**src/rtl/cld_pkg.sv**
```systemverilog
package cld_pkg;
  typedef enum logic [1:0] {
    EVT_NONE = 2'b00,
    EVT_CE   = 2'b01,
    EVT_UE   = 2'b10,
    EVT_RSVD = 2'b11
  } eccKind_t;

  typedef struct packed {
    logic ceInc;
    logic setStrike;
    logic doDelete;
  } cldStrobe_t;
endpackage

```
**src/rtl/cld_ctrl.sv**
```systemverilog
module cld_ctrl
  import cld_pkg::*;
(
  input  logic       clk,
  input  logic       rst_n,
  input  logic       evValid,
  input  logic [1:0] evKind,
  input  logic       evDirty,
  input  logic       evStruck,
  input  logic       evDeleted,
  input  logic       budgetLeft,
  output cldStrobe_t strobe,
  output logic       fixWrite,
  output logic       lineInval,
  output logic       castOut,
  output logic       overBudgetErr
);
  logic isCe, isUe, wantDel, refuse;

  always_comb begin
    isCe    = evValid && (evKind == EVT_CE) && !evDeleted;
    isUe    = evValid && (evKind == EVT_UE) && !evDeleted;
    wantDel = isUe || (isCe && evStruck);
    refuse  = wantDel && !budgetLeft;
    strobe.ceInc     = isCe;
    strobe.setStrike = isCe && !evStruck;
    strobe.doDelete  = wantDel && budgetLeft;
  end

  always_ff @(posedge clk) begin
    if (!rst_n) begin
      fixWrite      <= 1'b0;
      lineInval     <= 1'b0;
      castOut       <= 1'b0;
      overBudgetErr <= 1'b0;
    end else begin
      fixWrite      <= isCe;
      lineInval     <= strobe.doDelete;
      castOut       <= strobe.doDelete && isCe && evDirty;
      overBudgetErr <= refuse;
    end
  end

  AST_CAST_NEEDS_INVAL: assert property (@(posedge clk) disable iff (!rst_n)
    castOut |-> lineInval);
  AST_UE_NO_CAST: assert property (@(posedge clk) disable iff (!rst_n)
    (evValid && evKind == EVT_UE) |=> !castOut && !fixWrite);
  AST_OVER_NO_INVAL: assert property (@(posedge clk) disable iff (!rst_n)
    overBudgetErr |-> !lineInval);
endmodule

```
**src/rtl/cld_dp.sv**
```systemverilog
module cld_dp
  import cld_pkg::*;
#(
  parameter int SETS      = 16,
  parameter int WAYS      = 4,
  parameter int DEL_MAX   = 6,
  parameter int CE_THRESH = 8,
  localparam int SET_W  = (SETS > 1) ? $clog2(SETS) : 1,
  localparam int WAY_W  = (WAYS > 1) ? $clog2(WAYS) : 1,
  localparam int DEL_W  = $clog2(DEL_MAX + 1),
  localparam int CE_W   = $clog2(CE_THRESH + 1),
  localparam int LINES  = SETS * WAYS,
  localparam int LINE_W = (LINES > 1) ? $clog2(LINES) : 1
) (
  input  logic             clk,
  input  logic             rst_n,
  input  cldStrobe_t       strobe,
  input  logic [SET_W-1:0] evSet,
  input  logic [WAY_W-1:0] evWay,
  input  logic [SET_W-1:0] lkSet,
  input  logic [SET_W-1:0] vicSet,
  output logic [WAYS-1:0]  lkDelMask,
  output logic [WAYS-1:0]  vicDelMask,
  output logic             evStruck,
  output logic             evDeleted,
  output logic             budgetLeft,
  output logic [DEL_W-1:0] delCount,
  output logic             deconfig,
  output logic             deallocReq
);
  logic [LINES-1:0] strike;
  logic [DEL_MAX-1:0] entValid;
  logic [SET_W-1:0] entSet [DEL_MAX];
  logic [WAY_W-1:0] entWay [DEL_MAX];
  logic [CE_W-1:0] ceCnt;
  logic [LINE_W-1:0] lineIdx;

  assign lineIdx    = LINE_W'(evSet) * LINE_W'(WAYS) + LINE_W'(evWay);
  assign evStruck   = strike[lineIdx];
  assign budgetLeft = (delCount < DEL_W'(DEL_MAX));

  for (genvar e = 0; e < DEL_MAX; e++) begin : g_ent
    always_ff @(posedge clk) begin
      if (!rst_n) begin
        entValid[e] <= 1'b0;
        entSet[e]   <= '0;
        entWay[e]   <= '0;
      end else if (strobe.doDelete && delCount == DEL_W'(e)) begin
        entValid[e] <= 1'b1;
        entSet[e]   <= evSet;
        entWay[e]   <= evWay;
      end
    end
  end

  always_comb begin
    lkDelMask  = '0;
    vicDelMask = '0;
    evDeleted  = 1'b0;
    for (int e = 0; e < DEL_MAX; e++) begin
      if (entValid[e]) begin
        if (entSet[e] == lkSet)  lkDelMask[entWay[e]]  = 1'b1;
        if (entSet[e] == vicSet) vicDelMask[entWay[e]] = 1'b1;
        if (entSet[e] == evSet && entWay[e] == evWay) evDeleted = 1'b1;
      end
    end
  end

  always_ff @(posedge clk) begin
    if (!rst_n) begin
      strike     <= '0;
      delCount   <= '0;
      deconfig   <= 1'b0;
      ceCnt      <= '0;
      deallocReq <= 1'b0;
    end else begin
      if (strobe.setStrike) strike[lineIdx] <= 1'b1;
      if (strobe.doDelete) begin
        delCount <= delCount + 1'b1;
        if (delCount == DEL_W'(DEL_MAX - 1)) deconfig <= 1'b1;
      end
      if (strobe.ceInc) begin
        if (ceCnt != CE_W'(CE_THRESH)) ceCnt <= ceCnt + 1'b1;
        if (ceCnt >= CE_W'(CE_THRESH - 1)) deallocReq <= 1'b1;
      end
    end
  end

  AST_DEL_BOUND: assert property (@(posedge clk) disable iff (!rst_n)
    delCount <= DEL_W'(DEL_MAX));
  AST_DECONFIG_FULL: assert property (@(posedge clk) disable iff (!rst_n)
    deconfig |-> delCount == DEL_W'(DEL_MAX));
  AST_DECONFIG_STICKY: assert property (@(posedge clk) disable iff (!rst_n)
    deconfig |=> deconfig);
  AST_DEALLOC_STICKY: assert property (@(posedge clk) disable iff (!rst_n)
    deallocReq |=> deallocReq);
  AST_DELETE_IN_BUDGET: assert property (@(posedge clk) disable iff (!rst_n)
    strobe.doDelete |-> budgetLeft && !evDeleted);
endmodule

```
**src/rtl/cld_top.sv**
```systemverilog
module cld_top
  import cld_pkg::*;
#(
  parameter int SETS      = 16,
  parameter int WAYS      = 4,
  parameter int DEL_MAX   = 6,
  parameter int CE_THRESH = 8,
  localparam int SET_W = (SETS > 1) ? $clog2(SETS) : 1,
  localparam int WAY_W = (WAYS > 1) ? $clog2(WAYS) : 1,
  localparam int DEL_W = $clog2(DEL_MAX + 1)
) (
  input  logic             clk,
  input  logic             rst_n,
  input  logic             lkValid,
  input  logic [SET_W-1:0] lkSet,
  input  logic [WAYS-1:0]  lkTagHit,
  output logic [WAYS-1:0]  lkHit,
  output logic             lkMiss,
  input  logic             eccValid,
  input  logic [1:0]       eccKind,
  input  logic [SET_W-1:0] eccSet,
  input  logic [WAY_W-1:0] eccWay,
  input  logic             eccDirty,
  input  logic [SET_W-1:0] vicSet,
  output logic [WAYS-1:0]  vicMask,
  output logic             fixWrite,
  output logic             lineInval,
  output logic             castOut,
  output logic             overBudgetErr,
  output logic [DEL_W-1:0] delCount,
  output logic             deconfig,
  output logic             deallocReq
);
  cldStrobe_t strobe;
  logic [WAYS-1:0] lkDelMask, vicDelMask;
  logic evStruck, evDeleted, budgetLeft;

  cld_ctrl u_ctrl (
    .clk(clk), .rst_n(rst_n), .evValid(eccValid), .evKind(eccKind),
    .evDirty(eccDirty), .evStruck(evStruck), .evDeleted(evDeleted),
    .budgetLeft(budgetLeft), .strobe(strobe), .fixWrite(fixWrite),
    .lineInval(lineInval), .castOut(castOut), .overBudgetErr(overBudgetErr)
  );

  cld_dp #(.SETS(SETS), .WAYS(WAYS), .DEL_MAX(DEL_MAX), .CE_THRESH(CE_THRESH)) u_dp (
    .clk(clk), .rst_n(rst_n), .strobe(strobe), .evSet(eccSet), .evWay(eccWay),
    .lkSet(lkSet), .vicSet(vicSet), .lkDelMask(lkDelMask), .vicDelMask(vicDelMask),
    .evStruck(evStruck), .evDeleted(evDeleted), .budgetLeft(budgetLeft),
    .delCount(delCount), .deconfig(deconfig), .deallocReq(deallocReq)
  );

  assign lkHit   = lkValid ? (lkTagHit & ~lkDelMask) : '0;
  assign lkMiss  = lkValid && (lkHit == '0);
  assign vicMask = ~vicDelMask;

  AST_HIT_SUBSET: assert property (@(posedge clk) disable iff (!rst_n)
    (lkHit & ~lkTagHit) == '0);
endmodule

```
**config.mk**
```make
export PLATFORM = sky130hd
export DESIGN_NAME = cld_top
export DESIGN_NICKNAME = d
export VERILOG_FILES = /design/src/rtl/cld_pkg.sv /design/src/rtl/cld_ctrl.sv /design/src/rtl/cld_dp.sv /design/src/rtl/cld_top.sv
export SDC_FILE = /design/constraint.sdc
export NUM_CORES = 1
export LEC_CHECK = 0
export BUFFER_PORTS_ARGS = -buffer_cell sky130_fd_sc_hd__buf_2
export CAP_MARGIN = 25
export CELL_PAD_IN_SITES_DETAIL_PLACEMENT = 0
export CELL_PAD_IN_SITES_GLOBAL_PLACEMENT = 1
export CORE_MARGIN = 2
export CORE_UTILIZATION = 47
export CTS_CLUSTER_SIZE = 14
export DETAILED_ROUTE_END_ITERATION = 12
export PLACE_DENSITY_LB_ADDON = 0.1
export SETUP_SLACK_MARGIN = 0.2
export SYNTH_ARGS = -nofsm -noshare
export SYNTH_HDL_FRONTEND = slang
export SYNTH_SLANG_ARGS = --single-unit
export TNS_END_PERCENT = 5
```
**constraint.sdc**
```tcl
create_clock -name clk -period 4.7 [get_ports clk]
set_clock_uncertainty 0.05 [all_clocks]
set_input_delay 0.705 -clock clk [delete_from_list [all_inputs] [get_ports clk]]
set_output_delay 0.705 -clock clk [all_outputs]
set_load 0.05 [all_outputs]
```
### After elaboration in Yosys (flattened, before gate mapping)

Memory sizes are Yosys's and may differ from the RTL's.
Index checks and enable logic that the tools add are counted.

* logic and storage cells: 217
* register bits: 83
* memories: 2
* output and inout bits: 18
* memory bits (writable): 36

Memories
* u_dp.entSet: words 6, bits a word 4, rd ports 6, clocked after memory_dff 0, wr ports 6, line cld_dp.sv:33 `logic [SET_W-1:0] entSet [DEL_MAX];`
* u_dp.entWay: words 6, bits a word 2, rd ports 6, clocked after memory_dff 0, wr ports 6, line cld_dp.sv:34 `logic [WAY_W-1:0] entWay [DEL_MAX];`

* bitwise gates (word level): 26
* order comparisons: 16
* add/subtract/negate cells: 3
* eq/ne operators: 32
* mux-type cells: 84
* reduce and logical (&&, ||, !) cells: 39

Operator list (number)
* $mux W4: 31
* $eq A4 B4 Y1: 18
* $or A64 B64 Y64: 1
* $or A4 B4 Y4: 10
* $mux W1: 39
* $logic_and A1 B1 Y1: 30
* $lt A2 B3 Y1 const B: 6
* $demux W1 S2: 6
* $eq A2 B2 Y1: 6
* $ge A2 B1 Y1 const B: 6
* $mux W2: 6
* $or A1 B1 Y1: 12
* $not A4 Y4: 2
* $lt A6 B7 Y1 const B: 1
* $add A6 B2 Y6: 1
* $bmux W1 S6: 1
* $demux W1 S6: 1
* $eq A3 B2 Y1 const B: 2
* $eq A3 B3 Y1 const B: 2
* $ge A6 B1 Y1 const B: 1
* $reduce_and A2 Y1: 3
* $add A4 B1 Y4 const B: 1
* $and A4 B4 Y4: 1
* $ge A4 B3 Y1 const B: 1
* 10 further kinds: 12

### Logic depth before layout (Yosys ltp)

Gate-level depths: netlist of run 1.

* word-level depth: 26
* mapped depth: 11
* mapped depth without buffers: 7

### Modules after synthesis

From an unflattened synthesis of run 1, not the netlist that was laid out.

* cells, all modules: 701
* area total of the unflattened synthesis: 6461.2 µm²

Modules (own cells, without submodules)
* cld_dp: seq. area each 2642.5 µm², cells an instance 671, instances 1, area an instance 6192.2 µm²
* cld_ctrl: seq. area each 80.1 µm², cells an instance 19, instances 1, area an instance 195.2 µm²
* cld_top: seq. area each 0.0 µm², cells an instance 11, instances 1, area an instance 73.8 µm²

### Least setup slack after synthesis of run 1

Ideal clock, no wire load.

* path kind: input to output
* start: input lkSet[2]
* end: output lkMiss
* stages: 8
* data arrival time: 3.691 ns
* required time: 3.945 ns
* path slack: 0.254 ns
* cells stage by stage: clkbuf_1 -> xor2_1 -> nor3_1 -> nand3_1 -> o311ai_0 -> a221oi_1 -> and4b_1 -> nor4_1

* cells in the longest elaborated chain, start to end: 23
* elaborated cells between the ends (all ways): 28
* classes of those cells: eq/ne: 6; mux: 13; bitwise: 7; reduce/logical: 2

Ends and longest elaborated chain
* from (decl): line cld_top.sv:15 `input logic [SET_W-1:0] lkSet,`
* $eq A4 B4 Y1: line cld_dp.sv:62 `if (entSet[e] == lkSet) lkDelMask[entWay[e]] = 1'b1;`
* $mux W4: line cld_dp.sv:62
* $mux W4: line cld_dp.sv:61 `if (entValid[e]) begin`
* $or A4 B4 Y4 (no line)
* $mux W4: line cld_dp.sv:62
* $mux W4: line cld_dp.sv:61
* $or A4 B4 Y4 (no line)
* $mux W4: line cld_dp.sv:62
* [... 8 more ...]
* $mux W4: line cld_dp.sv:62
* $mux W4 *: line cld_dp.sv:61
* $not A4 Y4 *: line cld_top.sv:52 `assign lkHit = lkValid ? (lkTagHit & ~lkDelMask) : '0;`
* $and A4 B4 Y4 *: line cld_top.sv:52
* $mux W4 *: line cld_top.sv:52
* named net lkHit[0]: line cld_top.sv:17 `output logic [WAYS-1:0] lkHit,`
* $logic_not A4 Y1 *: line cld_top.sv:53 `assign lkMiss = lkValid && (lkHit == '0);`
* $logic_and A1 B1 Y1 *: line cld_top.sv:53
* to (decl): line cld_top.sv:18 `output logic lkMiss,`

Mark *: on every way through the listed nets, which the timed path passes. The rest lies on a longest branch.

==> summary by stage, run 1 <==
Synthesis
The share of the Yosys chip area taken by registers is 42.6%. The number of different library cells used by synthesis comes to 60. The primary flip-flop cell chosen by synthesis mapping is sky130_fd_sc_hd__dfxtp_1.

The synthesized design contains 118 register bits. The post-synth net total is 725. The synthesized design contains 36 enable-type register cells.

For this run, the number of Yosys warnings is 0. After synthesis, the share of flip-flops with an asynchronous set or reset is 0%. The post-synthesis cell count is 693. The post-synthesis average cell area is 9.22 sq um. The total standard cell area after synthesis is 6390 sq um.

Clock tree
The post-cts hold buffer count is 0. After clock tree synthesis, the repair step resized 0 gates. Clock tree synthesis inserted a total of 17 buffers. The clock latency of the later-clocked register in the worst-skew pair is 0.42 ns. The CTS sink count is 118.

The clock tree synthesis step divided the H-tree into 4 levels. The clock transition at the registers of the reported paths is 0.05 ns. In this run the deepest clock path goes through 2 buffers. TritonCTS built the clock tree. The buffer cell driving the clock tree root is sky130_fd_sc_hd__clkbuf_16. After clock tree synthesis, the setup repair step added 0 buffers.

Layout
The count of inserted antenna diode cells is 0. The area overhead of the layout relative to synthesis is 14.2%. The top cell types in the final layout, fill and taps aside, are sky130_fd_sc_hd__nand2_1 (122), sky130_fd_sc_hd__dfxtp_1 (82), sky130_fd_sc_hd__o21ai_0 (61). The most frequent standard cell in the layout excluding fill and tap cells is sky130_fd_sc_hd__nand2_1. After the last flow step, the layout net total stands at 749. The post-route netlist has 14.0% of its cells at a drive strength greater than 1.

Floorplan
The horizontal extent of the die is 121 um. The total core area is 13200 sq um. In this run the core area contains 42 standard-cell rows. The number of ports placed on the die boundary is 43. The initial core utilization is 48.2%. The vertical die dimension is 121 um. The area enclosed by the die boundary is 14500 sq um.

STA
Setup repair after global routing left no endpoint under its margin. The hold violation total from the final report is 0. The normalized max-slew margin is 32.6%.

The aggregate negative setup slack is 0 ns. For this run, the top clock speed supported by timing is 0.267 GHz. For the pin with the worst max-slew slack, the measured transition is 1.00 ns. Of the available clock period, the critical path in the final layout requires 79.7%. Counting I/O delays and the setup requirement, the final critical path takes 3.75 ns. The tightest hold path in the finished design has a slack of 0.392 ns. The number of pins with negative max-slew slack in the final report is 0. The final count of negative-setup-slack endpoints is 0.

Critical path
The largest fanout on the critical path is 4. The critical path capture point type is an output port. Data arrives at the worst endpoint at 2.99 ns.

In this run the critical register-to-register path is launched from u_dp.entWay[0][0]. For the worst flop-to-flop path, the logic depth is 7. For the worst setup path, the data required time is 3.94 ns. The sort of element at the start of the critical path is a register. The last element of the critical path is lkMiss. The start point of the critical path is u_dp.entSet[0][2]. Setup slack on the worst reg-to-reg path comes out at 1.42 ns. The critical register-to-register path endpoint is u_dp.entSet[4][2]. The class of the most critical setup path is reg -> out.

Pwr
The analysis attributes to net switching a power of 0.639 mW. In this run, the clock network consumes 48.8% of the power. The maximum vdd drop is 229 uV. The power per standard cell area is 359 nW/um^2.

Internal power comes to 1.98 mW. The relative contribution of combinational cells to total power is 9.1%. In this run the static leakage power is 2.76 nW. The sequential power share is 42.1%. The fraction of power spent switching nets is 24.4%.

Detailed routing
The remaining design rule violation count is 0. After detailed routing, the number of vias per cell comes to 5.89. The routed design has 17800 um of wire. Summing over every cut layer, the via total after detailed routing is 5336.

In the final routed layout, each cell accounts on average for 19.6 um. In this run the remaining antenna-violating nets after routing total 0. The number of DRC markers in iteration 0 is 458. The first TritonRoute pass finished after 5 iterations.

Placement
The placed wire-length estimate is 12300 um. In this run the tool buffered the top-level ports with 42 buffer cells. The weighted congestion at the end of routability-driven global placement is 0.892.

GRT
The total overflow reported by the global router is 0. Global routing used 25.5% of the available tracks across all layers. The first-pass GRT wire length is 28200 um. The number of antenna violations at the first check in global routing was 0. The number of global-route vias before repair came to 5072.

The maximum number of pins on one net before global-route repair is 54.

Hold path
The hold path depth is 2. The path class of the tightest hold or removal check is reg -> reg. The worst hold path begins at u_dp.strike[0].

Status
The run finished with clean final reports.

Run
The max capacitance violation total is 0.
-- worst min path at each step --
stage	slack, ns	end
after floorplan	0.37	u_dp.strike[17]
after global placement	0.38	u_dp.strike[17]
after detailed placement	0.38	u_dp.strike[0]
after CTS	0.40	u_dp.strike[55]
after global routing	0.42	u_dp.strike[0]
final	0.39	u_dp.strike[0]
-- Yosys cell counts (all sizes together) (2+ instances only) --
| cell | number | share of area (%) |
|---|---|---|
| ha | 7 | 1.4 |
| nand2b | 4 | 0.39 |
| nand4 | 6 | 0.59 |
| and3 | 21 | 2.1 |
| a22o | 8 | 1.1 |
| o31ai | 6 | 0.71 |
| dfxtp | 82 | 26 |
| mux2i | 10 | 1.6 |
| a221oi | 9 | 1.2 |
| a32oi | 5 | 0.69 |
| buf | 22 | 2.1 |
| nor2 | 18 | 1.1 |
| nand3 | 16 | 1.3 |
| o22ai | 4 | 0.39 |
| xor2 | 57 | 7.8 |
| o311ai | 6 | 0.94 |
| a31oi | 3 | 0.29 |
| inv | 19 | 1.1 |
| nor3b | 2 | 0.23 |
| clkbuf | 31 | 1.8 |
| nor3 | 14 | 1.4 |
| a32o | 4 | 0.63 |
| nor2b | 11 | 1.1 |
| nand2 | 122 | 7.2 |
| mux4 | 8 | 2.9 |
| o21ai | 66 | 5.2 |
| edfxtp | 36 | 17 |
| a21oi | 5 | 0.39 |
| nor4 | 21 | 2.4 |
| and4 | 18 | 2.5 |
| and2 | 2 | 0.20 |
| xnor2 | 29 | 4.0 |
| a22oi | 5 | 0.59 |
-- metrics by stage --
step	total power [mW]	cell area, sq um	std cells	util [%]	setup WS [ns]
floorplan	1.29	6390	693	-	0.254
global placement	1.35	6670	872	50.4	0.693
detailed placement	1.35	6670	872	50.4	0.599
CTS	2.62	7260	904	54.8	1.03
global route	2.70	7300	906	55.1	0.859
finish	2.62	7300	906	55.1	0.955
-- power by group through the flow --
stage	Sequential, mW	Combinational (mW)	Clock [mW]
after floorplan	1.12	0.171	0
final	1.10	0.238	1.28
after global placement	1.12	0.229	0
after detailed placement	1.12	0.233	0
after global routing	1.10	0.257	1.34
after CTS	1.10	0.234	1.29
-- final cells by class --
class	instances	area (sq um)
clock buffer	25	528
fill	1209	5950
clock inverter	7	63.8
tap	176	220
inverter	19	71.3
timing repair buffer	58	348
sequential	118	2720
multi-input combinational	503	3340
-- routing by layer --
metal / vias to the layer above / part of all wire [%] / GRT usage, % / wire [um]
li1: 2543 / - / - / -
met1: 2571 / 48 / 36.8 / 8560
met2: 199 / 44 / 37.5 / 7790
met3: 23 / 6.4 / 6.56 / 1130
met4: 0 / 1.6 / 7.78 / 276
met5: - / 0 / 0 / 0
-- state kept, by name, summed over array words and instances (netlist names), 3 cells and up --
register       count
u_dp.entSet       24
u_dp.delCount      3
u_dp.ceCnt         4
u_dp.strike       64
u_dp.entValid      5
u_dp.entWay       12
-- logic make-up (layout without fill, tap and decap cells) --
group                    after synthesis  after routing  share of synthesized area, %
AO/OA/AOI/OAI                        130            130                          13.4
XOR/XNOR                              86             86                          11.8
buffers and inverters                 72            109                          5.07
multiplexers                          18             18                          4.50
AND/OR/NAND/NOR                      262            262                          21.2
adder cells (fa/ha/maj)                7              7                          1.37
flip-flops                           118            118                          42.6
-- worst max-delay path: stages, from the launching register on --
cell and delay (ns):
sky130_fd_sc_hd__edfxtp_1 0.48, sky130_fd_sc_hd__xor2_1 0.20, sky130_fd_sc_hd__nor4_1 0.87, sky130_fd_sc_hd__a22oi_1 0.18, sky130_fd_sc_hd__o31ai_1 0.15, sky130_fd_sc_hd__nor3_1 0.11, sky130_fd_sc_hd__nor4_1 0.27, sky130_fd_sc_hd__buf_2 0.30
(Power assumes the default switching activity.)
==> run 2, diff against run 1 <==
CORE_UTILIZATION = 43   (was 47)
clock period = 3.1 ns   (was 4.7 ns; I/O delays follow)
==> summary by stage, run 2 (synthesis results as in run 1) <==
Status
The run finished with clean final reports.

Pwr
The maximum vdd drop is 504 uV. The power per standard cell area is 509 nW/um^2. The overall power consumption is 4.09 mW. Of the total power, registers draw 40.7%.

In this run, the combinational gates consume 11.2% of the power. For this design the static power due to leakage is 3.12 nW. Internal power comes to 3.07 mW. Net switching is 25.1% of the power. The clock network is responsible for 48.1% of the overall power. The power spent charging and discharging nets is 1.03 mW.

Floorplan
The core region is 14500 sq um. The die covers 15800 sq um. The horizontal extent of the die is 126 um. The initial core utilization is 44.0%. The vertical die dimension is 126 um. The placement row count is 44. For this design the top-level I/O count stands at 43.

Clock tree
Clock tree synthesis inserted a total of 17 buffers. The post-cts hold buffer count is 0. The tree built by TritonCTS fans out to 118 sinks. The clock transition at the registers of the reported paths is 0.06 ns.

The count of H-tree levels built during CTS is 4. The clock latency of the later-clocked register in the worst-skew pair is 0.41 ns. The TritonCTS clock tree is built. The clock passes through at most 2 buffers.

In this run the clock root is driven by a sky130_fd_sc_hd__clkbuf_16.

Layout
The post-route netlist has 23.6% of its cells at a drive strength greater than 1. Compared with the post-synthesis result, the final layout area differs by 25.9%. The number of fillers in the final layout is 1353. The flip-flop count of the largest register after layout is 64. In the final layout, the registers with the most flip-flops are u_dp.strike: 64 flops, u_dp.entSet: 24 flops, u_dp.entWay: 12 flops. The net count of the finished layout is 811. Once layout is done, the placed cells without fillers occupy 8040 sq um.

The count of inserted antenna diode cells is 0. The register containing the most flip-flops in the final layout is u_dp.strike. The most frequent standard cell in the layout excluding fill and tap cells is sky130_fd_sc_hd__nand2_1. The utilization of the core after routing is 55.3%. The library cells used most frequently in the layout, excluding fill and tap cells, are sky130_fd_sc_hd__nand2_1 (122), sky130_fd_sc_hd__dfxtp_1 (82), sky130_fd_sc_hd__buf_4 (70).

Detailed routing
The remaining design rule violation count is 0. The post-detailed-route count of antenna-violating nets is 0. The number of DRC markers in iteration 0 is 450.

The overall via count from detail_route is 5506. The routed wire length is 18700 um. The wire length per cell is 19.2 um.

For this run, the detailed router's first-pass iteration total came to 7. Dividing the detail-routed via count by the number of cells gives 5.64.

Critical path
For the worst setup path, the data arrival time is 2.41 ns. For the worst setup path, the data required time is 2.58 ns. The critical path goes through xor2_1, nor3_1, nand3_2, nor3_1, a31oi_1, and4_1, nor4_4, buf_6.

In this design, the stage delay of the slowest critical-path cell is 0.42 ns. The largest fanout on the critical path is 4. The most numerous cell type found on the critical path is sky130_fd_sc_hd__nor3_1. The total buffers and inverters traversed by the critical path is 1.

The critical path is of the reg -> out type. STA classifies the critical path endpoint as an output port. The slowest cell on the critical path is sky130_fd_sc_hd__edfxtp_1. The sort of element at the start of the critical path is a register.

The largest delay contributor family on the critical path is simple AND/OR/NAND/NOR gates.

GRT
The first global-routing pass estimated 30100 um of wire. The number of global-route vias before repair is 5430. Global routing consumed, over all layers together, 24.3% of the routing resources. The maximum number of pins on one net before global-route repair is 87.

Global routing finished with a remaining overflow of 0. The number of antenna violations at the first check in global routing was 0.

STA
The number of pins with negative max-slew slack in the final report came to 0. The final count of negative-setup-slack endpoints is 0. Based on the critical path, the design can be clocked at up to 0.342 GHz. The normalized max-slew margin is 36.7%. The aggregate negative setup slack is 0 ns.

Setup repair after global routing could not meet its margin everywhere. For the pin with the worst max-slew slack, the measured transition is 0.950 ns. The hold slack is 0.302 ns. The final cycle utilization of the critical path is 94.4%. The hold violation total from the final report is 0. Counting I/O delays and the setup requirement, the final critical path takes 2.93 ns.

Run
The max capacitance violation total is 0.

Placement
Summing all placed instances gives a cell area of 7200 sq um. Detailed placement ended at an HPWL of 13300 um. Routability-driven placement finished with a final weighted congestion of 0.856. The count of buffers added on input and output ports is 42.

Hold path
The path class of the tightest hold or removal check is in -> reg.
[run 2: final cells by class]
| cell class | count | area, sq um | share of cell area, % |
|---|---|---|---|
| Clock buffer | 19 | 433 | 5.38 |
| Clock inverter | 13 | 155 | 1.93 |
| Inverter | 19 | 71.3 | 0.887 |
| Multi-Input combinational cell | 503 | 3540 | 44.0 |
| Sequential cell | 118 | 2720 | 33.9 |
| Tap cell | 184 | 230 | 2.86 |
| Timing Repair Buffer | 120 | 890 | 11.1 |
[run 2: power groups by stage]
| stage | Clock (mW) | Combinational, mW | Sequential, mW |
|---|---|---|---|
| floorplan | 0 | 0.274 | 1.69 |
| global placement | 0 | 0.413 | 1.70 |
| detailed placement | 0 | 0.419 | 1.70 |
| CTS | 1.99 | 0.437 | 1.67 |
| global route | 2.08 | 0.496 | 1.67 |
| finish | 1.97 | 0.459 | 1.67 |
[run 2: worst paths after layout]
check                         start                end  slack, ns  depth (start not counted)
setup / recovery  u_dp.entSet[1][2]             lkMiss       0.17                          8
hold / removal             eccDirty     u_ctrl.castOut       0.30                          2
setup reg to reg    u_dp.strike[39]  u_dp.entWay[1][0]       0.26                          7
hold reg to reg     u_dp.strike[61]    u_dp.strike[61]       0.40                          2
[run 2: timing repair]
item | 4_1_cts | 5_1_grt
setup endpoints to repair | 33 | 47
gates resized for setup | 13 | 13
setup buffers | 4 | 13
cloned | 0 | 0
endpoints found under the hold margin | 0 | 0
pin swaps | 5 | 6
[run 2: metrics by stage]
stage                     worst slack [ns]  instances
after floorplan                      0.136        693
after global placement              -0.249        926
after detailed placement            -0.301        926
after CTS                            0.157        962
after global routing                0.0626        976
final                                0.173        976
[run 2: layer usage]
metal	up-vias	track usage, %	share of wire (%)
li1	2659	-	-
met1	2698	35.6	49
met2	129	37.1	45
met3	20	4.08	4.3
met4	0	6.98	1.4
met5	-	0	0
